[src/rtl/pmb_pkg.sv]
`timescale 1ns/1ps
package pmb_pkg;

  typedef enum logic [2:0] {
    K_SEND     = 3'd0,
    K_WR_BYTE  = 3'd1,
    K_WR_WORD  = 3'd2,
    K_RD_BYTE  = 3'd3,
    K_RD_WORD  = 3'd4,
    K_RD_BLOCK = 3'd5
  } pmb_kind_e;

  typedef enum logic [3:0] {
    PH_IDLE,
    PH_START,
    PH_ADDR_W,
    PH_CMD,
    PH_DATA_LO,
    PH_DATA_HI,
    PH_RESTART,
    PH_ADDR_R,
    PH_RECV,
    PH_STOP
  } pmb_phase_e;

  function automatic logic kind_is_read(input pmb_kind_e k);
    return (k == K_RD_BYTE) || (k == K_RD_WORD) || (k == K_RD_BLOCK);
  endfunction

  function automatic logic phase_is_byte(input pmb_phase_e p);
    case (p)
      PH_ADDR_W, PH_CMD, PH_DATA_LO, PH_DATA_HI, PH_ADDR_R, PH_RECV: return 1'b1;
      default: return 1'b0;
    endcase
  endfunction

  // Phase that follows a transmitted byte the target acknowledged.
  function automatic pmb_phase_e tx_after(input pmb_phase_e p, input pmb_kind_e k);
    case (p)
      PH_ADDR_W:  return PH_CMD;
      PH_CMD: begin
        if (kind_is_read(k)) return PH_RESTART;
        if (k == K_WR_BYTE || k == K_WR_WORD) return PH_DATA_LO;
        return PH_STOP;
      end
      PH_DATA_LO: return (k == K_WR_WORD) ? PH_DATA_HI : PH_STOP;
      PH_ADDR_R:  return PH_RECV;
      default:    return PH_STOP;
    endcase
  endfunction

  // Master acknowledge for a received byte; left counts bytes still due, this one included.
  function automatic logic master_acks(input pmb_kind_e k, input logic first,
                                       input logic [8:0] left, input logic [7:0] data);
    if (k == K_RD_BLOCK && first) return data != 8'd0;
    return left != 9'd1;
  endfunction

  // Line shapes per quarter of a slot.
  function automatic logic scl_low_at(input pmb_phase_e p, input logic [1:0] q);
    case (p)
      PH_IDLE:  return 1'b0;
      PH_START: return q == 2'd3;
      PH_STOP:  return q == 2'd0;
      default:  return (q == 2'd0) || (q == 2'd3);
    endcase
  endfunction

  function automatic logic sda_low_at(input pmb_phase_e p, input logic [1:0] q);
    case (p)
      PH_START, PH_RESTART: return q >= 2'd2;
      PH_STOP:              return q <= 2'd1;
      default:              return 1'b0;
    endcase
  endfunction

endpackage

[src/rtl/pmb_quarter_timer.sv]
`timescale 1ns/1ps
module pmb_quarter_timer #(
  parameter int QTR = 125
) (
  input  logic       clk,
  input  logic       rst_n,
  input  logic       run,
  output logic [1:0] q,
  output logic       tick
);
  localparam int QW = (QTR > 2) ? $clog2(QTR) : 1;
  localparam logic [QW-1:0] LAST = QW'(QTR - 1);

  logic [QW-1:0] cnt;

  assign tick = run && (cnt == LAST);

  always_ff @(posedge clk or negedge rst_n) begin
    if (!rst_n) begin
      cnt <= '0;
      q   <= 2'd0;
    end else if (!run) begin
      cnt <= '0;
      q   <= 2'd0;
    end else if (cnt == LAST) begin
      cnt <= '0;
      q   <= q + 2'd1;
    end else begin
      cnt <= cnt + QW'(1);
    end
  end

  // every quarter restarts its count after the tick
  p_quarter_wrap_r9: assert property (@(posedge clk) disable iff (!rst_n)
    tick |=> (cnt == '0));

endmodule

[src/rtl/pmb_frame.sv]
`timescale 1ns/1ps
module pmb_frame (
  input  logic       clk,
  input  logic       rst_n,
  input  logic       load,
  input  logic       load_rx,
  input  logic [7:0] load_byte,
  input  logic       slot_end,
  input  logic       sample_pt,
  input  logic       sda_in,
  input  logic       mack,
  output logic [3:0] bit_idx,
  output logic       drive_low,
  output logic [7:0] rx_data,
  output logic       slave_ack
);
  logic       rx_mode;
  logic [7:0] tx_sh;

  always_ff @(posedge clk or negedge rst_n) begin
    if (!rst_n) begin
      bit_idx   <= 4'd8;
      rx_mode   <= 1'b0;
      tx_sh     <= 8'hFF;
      rx_data   <= 8'h00;
      slave_ack <= 1'b0;
    end else begin
      if (load) begin
        bit_idx   <= 4'd0;
        rx_mode   <= load_rx;
        tx_sh     <= load_byte;
        slave_ack <= 1'b0;
      end else if (slot_end && bit_idx != 4'd8) begin
        bit_idx <= bit_idx + 4'd1;
        tx_sh   <= {tx_sh[6:0], 1'b1};
      end
      if (sample_pt && rx_mode && bit_idx < 4'd8) rx_data <= {rx_data[6:0], sda_in};
      if (sample_pt && !rx_mode && bit_idx == 4'd8) slave_ack <= !sda_in;
    end
  end

  // Slot 8 is the acknowledge slot: released for the target on writes, master decision on reads.
  assign drive_low = (bit_idx == 4'd8) ? (rx_mode && mack) : (!rx_mode && !tx_sh[7]);

endmodule

[src/rtl/pmb_txn_seq.sv]
`timescale 1ns/1ps
module pmb_txn_seq
  import pmb_pkg::*;
#(
  parameter int SCL_DIV = 500
) (
  input  logic        clk,
  input  logic        rst_n,
  input  logic        req_valid,
  output logic        req_ready,
  input  logic [2:0]  req_kind,
  input  logic [6:0]  req_addr,
  input  logic [7:0]  req_cmd,
  input  logic [15:0] req_wdata,
  output logic        busy,
  output logic        done,
  output logic        error,
  output logic        rd_valid,
  output logic [7:0]  rd_byte,
  output logic        rd_last,
  output logic        scl_oe,
  output logic        sda_oe,
  input  logic        sda_in
);
  localparam int QTR = (SCL_DIV / 4 < 2) ? 2 : SCL_DIV / 4;

  pmb_phase_e  phase, phase_nxt;
  pmb_kind_e   kind_r;
  logic [6:0]  addr_r;
  logic [7:0]  cmd_r;
  logic [15:0] wdata_r;
  logic        rx_first;
  logic [8:0]  rx_left;

  logic [1:0]  q;
  logic        tick, slot_end, sample_pt;
  logic [3:0]  bit_idx;
  logic        frame_drive, slave_ack, mack;
  logic [7:0]  rx_data;
  logic        frame_load, frame_rx, frame_end, accept, tx_nack;
  logic [7:0]  load_byte;
  logic        ev_start_q, ev_stop_q;

  assign req_ready = (phase == PH_IDLE);
  assign busy      = !req_ready;
  assign accept    = req_valid && req_ready;

  pmb_quarter_timer #(.QTR(QTR)) i_timer (
    .clk(clk), .rst_n(rst_n), .run(phase != PH_IDLE), .q(q), .tick(tick)
  );

  assign slot_end  = tick && (q == 2'd3);
  assign sample_pt = tick && (q == 2'd1);
  assign frame_end = slot_end && phase_is_byte(phase) && (bit_idx == 4'd8);
  assign tx_nack   = frame_end && (phase != PH_RECV) && !slave_ack;
  assign mack      = master_acks(kind_r, rx_first, rx_left, rx_data);

  always_comb begin
    phase_nxt = phase;
    if (slot_end) begin
      case (phase)
        PH_START:   phase_nxt = PH_ADDR_W;
        PH_RESTART: phase_nxt = PH_ADDR_R;
        PH_STOP:    phase_nxt = PH_IDLE;
        PH_RECV:    if (bit_idx == 4'd8) phase_nxt = mack ? PH_RECV : PH_STOP;
        PH_ADDR_W, PH_CMD, PH_DATA_LO, PH_DATA_HI, PH_ADDR_R:
          if (bit_idx == 4'd8) phase_nxt = slave_ack ? tx_after(phase, kind_r) : PH_STOP;
        default:    phase_nxt = phase;
      endcase
    end
  end

  always_comb begin
    case (phase_nxt)
      PH_ADDR_W:  load_byte = {addr_r, 1'b0};
      PH_CMD:     load_byte = cmd_r;
      PH_DATA_LO: load_byte = wdata_r[7:0];
      PH_DATA_HI: load_byte = wdata_r[15:8];
      PH_ADDR_R:  load_byte = {addr_r, 1'b1};
      default:    load_byte = 8'hFF;
    endcase
  end

  assign frame_load = slot_end && phase_is_byte(phase_nxt) &&
                      (!phase_is_byte(phase) || bit_idx == 4'd8);
  assign frame_rx   = (phase_nxt == PH_RECV);

  pmb_frame i_frame (
    .clk(clk), .rst_n(rst_n), .load(frame_load), .load_rx(frame_rx), .load_byte(load_byte),
    .slot_end(slot_end), .sample_pt(sample_pt), .sda_in(sda_in), .mack(mack),
    .bit_idx(bit_idx), .drive_low(frame_drive), .rx_data(rx_data), .slave_ack(slave_ack)
  );

  always_ff @(posedge clk or negedge rst_n) begin
    if (!rst_n) begin
      phase      <= PH_IDLE;
      kind_r     <= K_SEND;
      addr_r     <= 7'd0;
      cmd_r      <= 8'd0;
      wdata_r    <= 16'd0;
      rx_first   <= 1'b0;
      rx_left    <= 9'd0;
      done       <= 1'b0;
      error      <= 1'b0;
      rd_valid   <= 1'b0;
      rd_byte    <= 8'd0;
      rd_last    <= 1'b0;
      scl_oe     <= 1'b0;
      sda_oe     <= 1'b0;
      ev_start_q <= 1'b0;
      ev_stop_q  <= 1'b0;
    end else begin
      done     <= 1'b0;
      rd_valid <= 1'b0;
      if (accept) begin
        phase    <= PH_START;
        kind_r   <= pmb_kind_e'(req_kind);
        addr_r   <= req_addr;
        cmd_r    <= req_cmd;
        wdata_r  <= req_wdata;
        error    <= 1'b0;
        rx_first <= 1'b1;
        rx_left  <= (pmb_kind_e'(req_kind) == K_RD_WORD) ? 9'd2 : 9'd1;
      end else begin
        phase <= phase_nxt;
        if (tx_nack) error <= 1'b1;
        if (frame_end && phase == PH_RECV) begin
          rd_valid <= 1'b1;
          rd_byte  <= rx_data;
          rd_last  <= !mack;
          rx_first <= 1'b0;
          rx_left  <= (rx_first && kind_r == K_RD_BLOCK) ? {1'b0, rx_data} : rx_left - 9'd1;
        end
        if (slot_end && phase == PH_STOP) done <= 1'b1;
      end
      scl_oe     <= scl_low_at(phase, q);
      sda_oe     <= phase_is_byte(phase) ? frame_drive : sda_low_at(phase, q);
      ev_start_q <= (phase == PH_START || phase == PH_RESTART) && (q == 2'd2);
      ev_stop_q  <= (phase == PH_STOP) && (q == 2'd2);
    end
  end

  // with SCL high across two cycles, an SDA move must be a start or stop
  p_sda_moves_low_r3: assert property (@(posedge clk) disable iff (!rst_n)
    (!scl_oe && $past(!scl_oe) && (sda_oe != $past(sda_oe))) |-> (ev_start_q || ev_stop_q));

  // completion pulse lasts one cycle
  p_done_pulse_r11: assert property (@(posedge clk) disable iff (!rst_n)
    done |=> !done);

  // completion always follows a stop slot and leaves the sequencer idle
  p_done_after_stop_r8: assert property (@(posedge clk) disable iff (!rst_n)
    done |-> ($past(phase == PH_STOP) && req_ready));

  // missing target acknowledge goes straight to stop with the error flag
  p_nack_aborts_r8: assert property (@(posedge clk) disable iff (!rst_n)
    tx_nack |=> (phase == PH_STOP && error));

  // stream strobes only come out of the receive phase
  p_stream_in_recv_r10: assert property (@(posedge clk) disable iff (!rst_n)
    rd_valid |-> $past(phase == PH_RECV));

endmodule

[config.mk]
export PLATFORM = sky130hd
export DESIGN_NAME = pmb_txn_seq
export DESIGN_NICKNAME = d
export VERILOG_FILES = /design/src/rtl/pmb_pkg.sv /design/src/rtl/pmb_quarter_timer.sv /design/src/rtl/pmb_frame.sv /design/src/rtl/pmb_txn_seq.sv
export SDC_FILE = /design/constraint.sdc
export NUM_CORES = 1
export LEC_CHECK = 0
export BUFFER_PORTS_ARGS = -buffer_cell sky130_fd_sc_hd__buf_2
export CAP_MARGIN = 20
export CORE_ASPECT_RATIO = 1.5
export CORE_MARGIN = 2
export CORE_UTILIZATION = 45
export CTS_CLUSTER_SIZE = 20
export DETAILED_ROUTE_END_ITERATION = 7
export PLACE_DENSITY = 0.72
export SYNTH_ARGS = -nofsm -noshare
export SYNTH_HDL_FRONTEND = slang
export SYNTH_SLANG_ARGS = --single-unit
[constraint.sdc]
create_clock -name clk -period 2.9 [get_ports clk]
set_input_delay 0.58 -clock clk [delete_from_list [all_inputs] [get_ports clk]]
set_output_delay 0.58 -clock clk [all_outputs]
set_load 0.02 [all_outputs]
# --- Yosys cells after proc, flatten, opt, wreduce, memory -nomap -nowiden ---
# Cells that the tools add are included.
classes:
  n_div: 0
  eq_ne: 29
  n_mux: 56
  order_cmp: 3
  reduce_logical: 45
  mul: 0
  add_sub_neg: 4
  bitwise_logic: 1
  n_shift: 0
ops:
  columns: ["operator", "n"]
  rows:
  - ["4-bit two-way mux", 12]
  - ["8-bit one-hot mux with 5 select lines", 1]
  - ["1-bit two-way mux", 29]
  - ["4-bit by 3-bit equality test with 1-bit output, second input constant", 7]
  - ["9-bit two-way mux", 3]
  - ["1-bit logical AND", 20]
  - ["4-bit one-hot mux with 5 select lines", 1]
  - ["4-bit by 2-bit equality test with 1-bit output, second input constant", 4]
  - ["4-bit equality test, second input constant", 4]
  - ["8-bit two-way mux", 2]
  - ["4-bit one-hot mux with 4 select lines", 1]
  - ["7-bit two-way mux", 2]
  - ["6-bit OR reduction", 2]
  - ["3-bit equality test, second input constant", 3]
  - ["9-bit by 1-bit inequality test with 1-bit output, second input constant", 1]
  - ["9-bit by 1-bit subtractor with 9-bit output, second input constant", 1]
  - ["4-bit inequality test, second input constant", 2]
  - ["2-bit nonzero test", 4]
  - ["8-bit nonzero test", 1]
  - ["7-bit by 1-bit adder with 7-bit output, second input constant", 1]
  - ["7-bit equality test, second input constant", 1]
  - ["1-bit zero test", 7]
  - ["3-bit by 2-bit equality test with 1-bit output, second input constant", 2]
  - ["2-bit two-way mux", 3]
  - ["other kinds (20)", 24]
totals:
  elab_cells: 159
  mem_bits_rw: 0
  mem_bits_ro: 0
  reg_bits: 93
  n_memories: 0
  latch_bits: 0
  out_inout_bits: 16
  input_bits: 38

# --- Longest topological paths before layout ---
logic_depth:
  word_depth: 27
  ltp_mapped: 13
  mapped_depth_nobuf: 11

# --- By module ---
# Synthesis repeated with hierarchy kept, for this count alone.
hier_totals:
  cells_unflattened: 462
  hier_area_um2: 4799.6
modules_own_cells:
  columns: ["mod", "area_per_inst_um2", "instances", "cells_per_inst", "seq_area_each_um2"]
  rows:
  - ["pmb_txn_seq", 3333.2, 1, 328, 1551.5]
  - ["pmb_frame", 1024.7, 1, 90, 561.8]
  - ["pmb_quarter_timer", 441.7, 1, 44, 225.2]

# --- Least setup slack after synthesis ---
# OpenSTA, ideal clock, no wires.
synth_timing:
  kind: "register to register"
  startpoint: "reg i_timer.cnt[0]"
  endpoint: "reg i_frame.bit_idx[0]"
  path_buffers: 2
  arrival_ps: 2771
  t_required_ps: 2775
  period_less_slack_ps: 2896
  slack_ps: 4
  setup_ps: 125
  stages_incl_launch_ff: 13
  cell_sequence: "dfrtp_1 -> inv_1 -> ha_1 -> nand3_1 -> or3_1 -> buf_2 -> o41a_1 -> o221ai_2 -> o41ai_1 -> a221o_1 -> buf_6 -> nor4b_4 -> mux2_4"
synth_via:
  elab_chain_cells: 10
  elab_cells_between_ends: 17
  classes_between: "eq/ne (7); mux (3); reduce/logical (7)"
synth_lines:
  columns: ["element", "line", "text"]
  rows:
  - ["start: declaration", "pmb_quarter_timer.sv:14", "logic [QW-1:0] cnt;"]
  - ["start signal: assignment", "pmb_quarter_timer.sv:29", "cnt <= cnt + QW'(1);"]
  - ["7-bit equality test *", "pmb_quarter_timer.sv:16", "assign tick = run && (cnt == LAST);"]
  - ["1-bit logical AND *", "pmb_quarter_timer.sv:16", null]
  - ["1-bit logical AND *", "pmb_txn_seq.sv:52", "assign slot_end = tick && (q == 2'd3);"]
  - ["4-bit two-way mux", "pmb_txn_seq.sv:60", "if (slot_end) begin"]
  - ["4-bit by 2-bit equality test with 1-bit output, or another cell as far along", "pmb_pkg.sv:31", "case (p)"]
  - ["6-bit OR reduction", "pmb_pkg.sv:31", null]
  - ["1-bit two-way mux", "pmb_pkg.sv:31", null]
  - ["1-bit logical AND (2 in series)", "pmb_txn_seq.sv:84", "assign frame_load = slot_end && phase_is_byte(phase_nxt) &&"]
  - ["4-bit two-way mux / 2-bit nonzero test (equally long branches)", null, null]
  - ["end signal: assignment", "pmb_frame.sv:34", "bit_idx <= bit_idx + 4'd1;"]
  - ["end: declaration", "pmb_frame.sv:12", "output logic [3:0] bit_idx,"]
# Mark *: on every way between the ends. The rest lies on a longest branch, timed or not.
# A chain may end at the register's enable or synchronous reset.

# --- Worst setup path after layout ---
# Same ends and word-level chain as after synthesis.

==> results.cfg <==
[placement]
dp_slack_ns = -0.404
dp_hpwl_mm = 8.60
gp_congestion = 0.936
io_buffers = 53
dp_cells = 681

[job]
drv_cap = 0

[critical_path]
critical_path_class = register to register
cp.arrival_ns = 3.11
worst_setup_path_start_kind = register
cp_data_required_time_ns = 3.13
critPathCaptureType = register
path_max_fanout = 4

[yosys]
synth_nets = 518
ys.warnings.count = 0
synthCells = 470
ys_seq_area_share_pct = 47.6
synth_edf_count = 0
synthFlopType = dfrtp_1
synth_area_sq_mm = 0.00491
yosys_register_bits = 93
syn_area_per_cell_sq_um = 10.5
synthArstFlopShare_pct = 100
synthDistinctLibCells = 69

[global_routing]
overflow = 0
grt_pass1_wl_mm = 19.9
grt_use_total_pct = 21.4
grt_start_max_net_pins = 49
first_global_vias = 4158
antenna_found_initial = 0

[sta]
setup_viol = 0
worst_pin_slew_ns = 0.589
fin_skew_ns = 0.0104
fin_crit_sh_pct = 99.2
max_freq_mhz = 348
slew_violations = 0
rsz0062_at_grt = yes
timing.final.crit_period_ns = 2.88
layout_setup_ws_ns = 0.0243
max_slew_margin_pct = 60.7
hold_viol = 0

[clocking]
clk_pin_slew_worst_paths_ns = 0.07
htreeDepth = 3
cts.hold.buffers_added = 0
cts_tree = built
clock_sinks = 93
cts_max_path_buffers = 2
clkLatencyLatePin_ns = 0.35
root_buffer = clkbuf_16
cts_buffers = 9

[status]
outcome = completed

[die]
die_area_sq_mm = 0.0118
fp.dieW_microns = 89.3
die_y_microns = 132
rows = 46
ios = 54
core_area_sq_mm = 0.0106
start_util_pct = 46.4

[route]
drc = 0
vias_per_cell = 5.73
wl_per_cell_microns = 17.2
drt-initial-drc-count = 247
dr.pass1.iters = 5
ant_nets = 0
vias = 4052
wl_mm = 12.2

[final_layout]
final_nets = 606
antenna_cells = 0
layout_commonest_cell = dfrtp_1
fin_cells = 707
area_growth_pct = 25.0
final_core_util_pct = 58.0
drive_gt1_share_pct = 36.6
final_cell_mix = dfrtp_1 (84), buf_2 (52), nand2_1 (42), mux2_2 (42), buf_4 (41)

[worst_hold_path]
holdCritPathClass = input port to asynchronous set/reset pin

[pwr]
power_density_mw_per_mm2 = 417
peakVddDrop_v = 0.000493
power_leakage_nw = 2.84
metal layers:
layer | GRT usage (%) | vias to the layer above | part of all wire [%]
met2 | 37.4 | 114 | 55
met1 | 24.9 | 2001 | 38
met3 | 4.01 | 33 | 3.5
met4 | 9.20 | 0 | 3.3
met5 | 0 | - | 0
li1 | - | 1904 | -
stage by stage:
stage | cell area, sq um | power (mW) | TNS (ns) | hold WS (ns)
floorplan | 4910 | 1.32 | 0 | 0.284
global placement | 5560 | 1.38 | -0.667 | 0.453
detailed placement | 5560 | 1.38 | -0.947 | 0.457
CTS | 5980 | 2.58 | 0 | 0.257
global route | 6140 | 2.64 | -0.295 | 0.283
finish | 6140 | 2.56 | 0 | 0.231
cell families after synthesis:
group,Yosys count,share of synthesized area (%)
xor gates and xnor gates,7,1.25
muxes,51,11.6
buffers and inverters,40,3.74
DFF,93,47.6
and+or+nand+nor,169,18.9
adders and majority gates,10,2.55
AOI/OAI and AO/OA,100,14.4
where the power goes:
group / internal, mW / switching [mW]
clock: 0.680 / 0.526
combinational: 0.0210 / 0.0333
sequential: 1.30 / 0
total: 2.00 / 0.560
synthesized netlist by cell type, types with 5 or more instances:
master / n / area, sq um
and3_1: 10 / 62.6
ha_1: 10 / 125
a21oi_1: 16 / 80.1
dfrtp_1: 84 / 2100
a31oi_1: 6 / 37.5
o311ai_1: 7 / 61.3
dfstp_2: 9 / 236
or3_1: 5 / 31.3
inv_1: 15 / 56.3
mux2_2: 42 / 473
nor3_1: 9 / 45.0
nand3b_1: 5 / 37.5
mux2i_1: 8 / 80.1
a2111oi_0: 7 / 61.3
nor2_1: 43 / 161
o2bb2ai_1: 7 / 61.3
nand3_1: 15 / 75.1
buf_2: 5 / 25.0
clkbuf_1: 13 / 48.8
o21ai_0: 20 / 100
nand2_1: 43 / 161
flip-flops by register name, summed over array words and instances, names as in the netlist:
register,cells
i_frame.rx_mode,1
i_frame.bit_idx,4
rd_byte,8
addr_r,7
rd_valid,1
i_frame.slave_ack,1
kind_r,3
i_frame.tx_sh,8
rx_first,1
rd_last,1
i_timer.cnt,7
phase,4
i_timer.q,2
i_frame.rx_data,8
cmd_r,8
done,1
error,1
rx_left,9
scl_oe,1
sda_oe,1
wdata_r,16
layout make-up:
| class | count | area, sq um |
|---|---|---|
| fill | 904 | 4450 |
| multi-input combinational | 338 | 2580 |
| sequential | 93 | 2340 |
| timing repair buffer | 99 | 671 |
| clock buffer | 9 | 225 |
| tap | 144 | 180 |
| clock inverter | 7 | 80.1 |
| inverter | 17 | 63.8 |
path summary, 6_finish.rpt:
path	slack, ns	end	startpoint	cells past startpoint
max reg2reg	0.02	i_frame.bit_idx[0]	i_timer.cnt[0]	10
min	0.23	wdata_r[12]	rst_n	1
min reg2reg	0.47	rd_byte[7]	rd_byte[7]	2
min in group clk	0.46	wdata_r[4]	req_wdata[4]	2
max in group asynchronous	1.93	i_frame.tx_sh[6]	rst_n	2
max	0.02	i_frame.bit_idx[0]	i_timer.cnt[0]	10
critical path, cell delays in order, from the launching register on:
cell,delay [ns]
dfrtp_1,0.38
inv_1,0.06
ha_1,0.16
nand3_2,0.09
or3_4,0.37
o41a_1,0.40
o221ai_2,0.29
o41ai_4,0.14
a221o_1,0.44
nor4b_4,0.17
mux2_4,0.26
what timing repair did:
item / 4_1_cts / 5_1_grt
buffers inserted: 2 / 7
gates resized for setup: 24 / 21
pin swaps: 3 / 6
hold endpoints to repair: 0 / 0
cloned: 1 / 0
endpoints found under the setup margin: 11 / 14
(Power assumes the default switching activity.)
